==> config.mk <==
export PLATFORM = sky130hd
export DESIGN_NAME = burst_col_gen
export DESIGN_NICKNAME = d
export VERILOG_FILES = /design/src/rtl/bcg_pkg.sv /design/src/rtl/bcg_mode_dec.sv /design/src/rtl/bcg_seq_ctl.sv /design/src/rtl/bcg_addr_map.sv /design/src/rtl/burst_col_gen.sv
export SDC_FILE = /design/constraint.sdc
export NUM_CORES = 1
export LEC_CHECK = 0
export ABC_AREA = 1
export ABC_CLOCK_PERIOD_IN_PS = 2200
export CORE_MARGIN = 5
export CORE_UTILIZATION = 33
export DETAILED_ROUTE_END_ITERATION = 7
export PLACE_DENSITY = 0.62
export REMOVE_ABC_BUFFERS = 1
export SYNTH_ARGS = -nofsm -noshare
export SYNTH_HDL_FRONTEND = slang
export SYNTH_SLANG_ARGS = --single-unit
==> constraint.sdc <==
create_clock -name clk -period 2.2 [get_ports clk]
set_input_delay 0.44 -clock clk [delete_from_list [all_inputs] [get_ports clk]]
set_output_delay 0.44 -clock clk [all_outputs]
set_load 0.02 [all_outputs]
==> src/rtl/bcg_pkg.sv <==
package bcg_pkg;

  localparam logic [2:0] LEN_CODE_2  = 3'b001;
  localparam logic [2:0] LEN_CODE_4  = 3'b010;
  localparam logic [2:0] LEN_CODE_8  = 3'b011;
  localparam logic [2:0] LEN_CODE_FP = 3'b111;

  // Decoded burst configuration
  typedef struct packed {
    logic [3:0] lg;   // log2 of the wrap block (column width for full page)
    logic       fp;   // full-page burst
    logic       il;   // interleaved ordering
    logic       bad;  // illegal code
  } bcg_cfg_t;

endpackage

==> src/rtl/bcg_mode_dec.sv <==
module bcg_mode_dec
  import bcg_pkg::*;
#(
  parameter int COL_W = 8
) (
  input  logic [3:0] mode,
  output bcg_cfg_t   cfg
);

  always_comb begin
    cfg     = '0;
    cfg.il  = mode[3];
    cfg.lg  = 4'd1;
    unique case (mode[2:0])
      LEN_CODE_2:  cfg.lg = 4'd1;
      LEN_CODE_4:  cfg.lg = 4'd2;
      LEN_CODE_8:  cfg.lg = 4'd3;
      LEN_CODE_FP: begin
        cfg.lg = 4'(COL_W);
        cfg.fp = 1'b1;
      end
      default:     cfg.bad = 1'b1;
    endcase
    // full page walks upward only
    if (cfg.fp && cfg.il) cfg.bad = 1'b1;
  end

endmodule

==> src/rtl/bcg_seq_ctl.sv <==
module bcg_seq_ctl
  import bcg_pkg::*;
#(
  parameter int COL_W  = 8,
  parameter int BANK_W = 2
) (
  input  logic              clk,
  input  logic              rst_n,
  input  logic              start,
  input  logic [COL_W-1:0]  start_col,
  input  logic [BANK_W-1:0] start_bank,
  input  logic              stop,
  input  bcg_cfg_t          cfg_in,
  output logic              act,
  output logic              last,
  output logic [COL_W-1:0]  idx,
  output logic [COL_W-1:0]  base,
  output logic [BANK_W-1:0] bank,
  output bcg_cfg_t          cur,
  output logic              rej
);

  logic              act_q, act_d;
  logic [COL_W-1:0]  idx_q, idx_d;
  logic [COL_W-1:0]  base_q, base_d;
  logic [BANK_W-1:0] bank_q, bank_d;
  bcg_cfg_t          cur_q, cur_d;
  logic              pend_q, pend_d;
  logic              rej_q, rej_d;

  logic              slot_free, bad_start, take, give_up, last_c;
  logic [COL_W-1:0]  blk_max;

  always_comb begin
    blk_max   = ~({COL_W{1'b1}} << cur_q.lg);
    last_c    = act_q & (cur_q.fp ? (pend_q & idx_q[0]) : (idx_q == blk_max));
    slot_free = ~act_q | last_c;
    bad_start = cfg_in.bad | (cfg_in.fp & start_col[0]);
    take      = start & slot_free & ~bad_start;
    give_up   = start & slot_free & bad_start;
  end

  always_comb begin
    act_d  = act_q;
    idx_d  = idx_q;
    base_d = base_q;
    bank_d = bank_q;
    cur_d  = cur_q;
    pend_d = pend_q;
    rej_d  = give_up;
    if (take) begin
      act_d  = 1'b1;
      idx_d  = '0;
      base_d = start_col;
      bank_d = start_bank;
      cur_d  = cfg_in;
      pend_d = 1'b0;
    end else if (act_q) begin
      if (last_c) begin
        act_d = 1'b0;
      end else begin
        idx_d  = idx_q + 1'b1;
        pend_d = pend_q | (stop & cur_q.fp);
      end
    end
  end

  always_ff @(posedge clk or negedge rst_n) begin
    if (!rst_n) begin
      act_q  <= 1'b0;
      idx_q  <= '0;
      base_q <= '0;
      bank_q <= '0;
      cur_q  <= '0;
      pend_q <= 1'b0;
      rej_q  <= 1'b0;
    end else begin
      act_q  <= act_d;
      idx_q  <= idx_d;
      base_q <= base_d;
      bank_q <= bank_d;
      cur_q  <= cur_d;
      pend_q <= pend_d;
      rej_q  <= rej_d;
    end
  end

  assign act  = act_q;
  assign last = last_c;
  assign idx  = idx_q;
  assign base = base_q;
  assign bank = bank_q;
  assign cur  = cur_q;
  assign rej  = rej_q;

  // a rejected start leaves nothing running
  p_reject_quiet_r5: assert property (@(posedge clk) disable iff (!rst_n)
    rej_q |-> !act_q);

  // mid-burst, the beat index advances by one and the bank holds
  p_step_r8: assert property (@(posedge clk) disable iff (!rst_n)
    (act_q && !last_c) |=> (act_q && idx_q == $past(idx_q) + 1'b1 && $stable(bank_q)));

  // the captured mode cannot change inside a burst
  p_mode_hold_r10: assert property (@(posedge clk) disable iff (!rst_n)
    (act_q && !last_c) |=> $stable(cur_q));

endmodule

==> src/rtl/bcg_addr_map.sv <==
module bcg_addr_map
  import bcg_pkg::*;
#(
  parameter int COL_W = 8
) (
  input  logic [COL_W-1:0] base,
  input  logic [COL_W-1:0] idx,
  input  bcg_cfg_t         cfg,
  output logic [COL_W-1:0] col
);

  logic [COL_W-1:0] sum;
  logic [COL_W-1:0] xo;

  assign sum = base + idx;
  assign xo  = base ^ idx;

  for (genvar b = 0; b < COL_W; b++) begin : g_bit
    logic in_blk;
    assign in_blk = (b < int'(cfg.lg));
    assign col[b] = in_blk ? (cfg.il ? xo[b] : sum[b]) : base[b];
  end

endmodule

==> src/rtl/burst_col_gen.sv <==
module burst_col_gen
  import bcg_pkg::*;
#(
  parameter int COL_W  = 8,
  parameter int BANK_W = 2
) (
  input  logic              clk,
  input  logic              rst_n,
  input  logic              mode_wr,
  input  logic [3:0]        mode_val,
  input  logic              start,
  input  logic [COL_W-1:0]  start_col,
  input  logic [BANK_W-1:0] start_bank,
  input  logic              stop,
  output logic              beat_valid,
  output logic [COL_W-1:0]  beat_col,
  output logic [BANK_W-1:0] beat_bank,
  output logic              beat_last,
  output logic              cfg_err,
  output logic              start_err
);

  logic [3:0]       mode_q, mode_d;
  bcg_cfg_t         cfg_live, cfg_cur;
  logic             act, last;
  logic [COL_W-1:0] idx, base;

  always_comb mode_d = mode_wr ? mode_val : mode_q;

  always_ff @(posedge clk or negedge rst_n) begin
    if (!rst_n) mode_q <= 4'b0000;
    else        mode_q <= mode_d;
  end

  bcg_mode_dec #(.COL_W(COL_W)) u_dec (
    .mode (mode_q),
    .cfg  (cfg_live)
  );

  bcg_seq_ctl #(.COL_W(COL_W), .BANK_W(BANK_W)) u_ctl (
    .clk        (clk),
    .rst_n      (rst_n),
    .start      (start),
    .start_col  (start_col),
    .start_bank (start_bank),
    .stop       (stop),
    .cfg_in     (cfg_live),
    .act        (act),
    .last       (last),
    .idx        (idx),
    .base       (base),
    .bank       (beat_bank),
    .cur        (cfg_cur),
    .rej        (start_err)
  );

  bcg_addr_map #(.COL_W(COL_W)) u_map (
    .base (base),
    .idx  (idx),
    .cfg  (cfg_cur),
    .col  (beat_col)
  );

  assign beat_valid = act;
  assign beat_last  = last;
  assign cfg_err    = cfg_live.bad;

  // bits above the wrap block stay fixed within a fixed-length burst
  p_upper_fixed_r2: assert property (@(posedge clk) disable iff (!rst_n)
    (beat_valid && !beat_last && !cfg_cur.fp) |=>
      ((beat_col >> cfg_cur.lg) == ($past(beat_col) >> cfg_cur.lg)));

  // a full-page burst ends on an odd column (even start, even beat count)
  p_fp_even_count_r4: assert property (@(posedge clk) disable iff (!rst_n)
    (beat_last && cfg_cur.fp) |-> beat_col[0]);

  // last flag only with a valid beat
  p_last_valid_r8: assert property (@(posedge clk) disable iff (!rst_n)
    beat_last |-> beat_valid);

endmodule

==> metrics.md <==
| Metric | Value |
|---|---|
| Top-area cell type share of the netlist area | 36.9% |
| Crit share post-route | 109% |
| Area Growth Syn to Fin | 41.4% |
| NumNets Final | 366 |
| Worst R2R Setup Slack | 0.17 ns |
| Vias in the first global route | 1827 |
| Hold_ws | 0.482 ns |
| Worst Path Arrival | 1.96 ns |
| Grt met2 use | 22.6% |
| Initial antenna violation count | 0 |
| Most common library cell in the layout ignoring fill and taps | nand2_1 |
| Die footprint | 0.00784 mm2 |
| Mapped Cells | 266 |
| Layout Skew | 0.00530 ns |
| Largest net degree at the start of global routing | 37 |
| Routed wire per std cell | 11.9 um |
| Root Buffer | clkbuf_8 |
| CP max stage cell | dfrtp_1 |
| Dpl cell area | 0.00263 mm2 |
| Setup ws final | -0.203 ns |
| Max-slew violation count | 0 |
| Slew @ Worst Pin | 0.405 ns |
| Startpoint Class | flip-flop |
| Synth Register Bits | 30 |
| WHS Path Cells | 2 |
| Antenna fix cells | 0 |
| Yosys top cell by area | dfrtp_1 |
| Failing checks | negative setup slack |
| Commonest non-fill, non-tap cells in the layout | 70 x nand2_1, 45 x inv_1, 40 x buf_4 |
| Die H | 88.5 um |
| Reg clk slew, reported paths | 0.07 ns |
| R2r worst-path depth | 14 |
| Max_cap viols | 0 |
| Share of cells above drive strength 1 | 29.5% |
| Worst r2r dst | u_ctl.idx[5] |
| PwrDens | 395 mW/mm2 |
| Die width | 88.5 um |
| Routed Wire Length | 4.93 mm |
| Crit path max fanout | 2 |
| Peak Freq | 416 MHz |
| Num rows | 28 |
| Drt drc | 0 |
| Placed instance count | 398 |
| Core area | 0.00596 mm2 |
| GR Layer Usage met3 | 3.35% |
| Hold Path End | u_ctl.bank[1] |
| Tot GR Track Use | 13.7% |
| First-pass DRT Iterations | 4 |
| Worst hold path class | reg -> reg |
| Dpl hpwl | 3.57 mm |
| Final ANT Viol Nets | 0 |
| Total Power | 1.14 mW |
| Port Buffer Count | 32 |
| HP Start | u_ctl.bank[1] |
| WS Path Type | reg -> out |
| Mean Syn Cell Area | 7.65 um2 |
| Total gr overflow | 0 |
| Critical path's largest stage delay | 0.39 ns |
| Area contributors post-synth | dfrtp_1 37%, nand2_1 13%, inv_1 8.3%, o21ai_2 6.5%, ha_1 4.9% |
| Top cell by count, worst path | buf_6 |
| Clock latency on the worst-skew pair | 0.29 ns |
| Lkg Pwr | 1.52 nW |
| Vias/cell | 4.61 |
| Initial core utilization | 34.2% |
| Ys Warns | 0 |
| I/O Pins | 33 |
| Worst flop-to-flop path startpoint | u_ctl.idx[1] |
| Hold_buf cts | 0 |
| CP required | 1.76 ns |
| Setup repair after global routing missed its margin | true |
| Initial DRC Count | 131 |
| Final instance area | 0.00288 mm2 |
| CTS Buffer Depth | 2 |
| Syn Std Cell Area | 0.00204 mm2 |
| Num CTS Buffers | 5 |
| Setup slack at placement | -0.414 ns |
| CTS H-tree lvls | 2 |
| Final min period | 2.40 ns |
| Post-synth cell types | 27 |
| Met1 usage | 17.2% |
| Status | complete, but fails checks |
| Hold Fails Final Rpt | 0 |
| Slew margin rel. | 73.0% |
| Peak VDD IR | 0.000364 V |
| Worst path cell trace | ha_2, fa_2, buf_6, nand4_1, nand3_2, a21oi_1, nand3b_1, nand2_1, buf_6 |
| Final setup violation count | 8 |
| Via count | 1909 |
| CTS tree | done |
| Busiest grt layer | met2 |
| Crit. End Element | primary output |
| Sequential fraction of the synthesis area | 36.9% |
| Clock sink count | 30 |
| First-pass GRT wire length | 8.22 mm |
| GPL Wtd Cong | 0.899 |
| Final Non-Filler Cells | 414 |
-- report_power, final --
group          leakage, nW  switching (mW)  internal [mW]
combinational         1.08          0.0460         0.0467
sequential           0.388         0.00477          0.558
clock               0.0472           0.231          0.251
total                 1.52           0.282          0.856
-- repair_timing --
item | in CTS | in global routing
setup buffers | 5 | 3
pin swaps | 3 | 5
gates resized for setup | 57 | 10
endpoints found under the setup margin | 9 | 9
endpoints found under the hold margin | 0 | 0
-- per-stage QoR --
stage	TNS, ns	utilization (%)
2_1_floorplan	-0.183	-
3_3_place_gp	-2.16	44.1
3_5_place_dp	-2.22	44.1
4_1_cts	-0.906	47.4
5_1_grt	-1.78	48.3
6_report	-0.853	48.3
-- flip-flops by register name, summed over array words and instances (netlist names) --
signal / count
mode_q: 4
u_ctl.act: 1
u_ctl.bank: 2
u_ctl.base: 8
u_ctl.cur: 5
u_ctl.idx: 8
u_ctl.pend_q: 1
u_ctl.rej: 1
-- routing by layer --
layer  vias to the layer above  routed length (um)
met5                         -                   0
met4                         0                 100
met3                         8                 289
met2                        52                2340
met1                       856                2200
li1                        993                   -
-- how the worst max path moves through the flow --
stage,end,startpoint,cells past startpoint
6_report,beat_col[6],u_ctl.base[0],9
5_1_grt,beat_col[5],u_ctl.idx[2],9
4_1_cts,beat_col[6],u_ctl.idx[0],9
3_5_place_dp,beat_col[4],u_ctl.idx[0],7
3_3_place_gp,beat_col[4],u_ctl.idx[0],7
2_1_floorplan,beat_col[4],u_ctl.idx[0],6
-- cell usage after synthesis --
cell	number
a21oi_1	7
and3_1	1
buf_6	6
dfrtp_1	30
fa_1	1
ha_1	8
inv_1	45
inv_2	1
mux2_2	2
nand2_1	72
nand2_2	5
nand3_1	16
nand3_4	2
nand3b_1	1
nand4_1	7
nor2_1	17
nor2_2	1
nor2_4	1
nor3_1	3
nor4_1	1
o211ai_1	3
o21ai_0	11
o21ai_1	1
o21ai_2	15
o21bai_1	1
o31ai_1	1
xor2_1	7
-- cell type report --
type / count / area (um2)
Clock buffer: 6 / 82.6
Clock inverter: 2 / 12.5
Fill cell: 590 / 3080
Inverter: 46 / 173
Multi-Input combinational cell: 184 / 1150
Sequential cell: 30 / 753
Tap cell: 75 / 93.8
Timing Repair Buffer: 71 / 611
-- worst max-delay path, delay by kind of cell (launching register included) --
family | cells | cell delay (ns)
flops | 1 | 0.39
compound gates | 1 | 0.12
simple gates | 4 | 0.37
fa+ha+maj | 2 | 0.55
buf+inv | 2 | 0.26
-- cell families (layout without fill, tap and decap cells) --
group	after synthesis	after routing	synth area share, %
AND/OR/NAND/NOR	127	127	28.3
buffers and inverters	52	125	11.8
AO/OA/AOI/OAI	39	39	13.0
flip-flops	30	30	36.9
adder cells (fa/ha/maj)	9	9	5.90
XOR/XNOR	7	7	3.01
multiplexers	2	2	1.11
(Power assumes the default switching activity.)
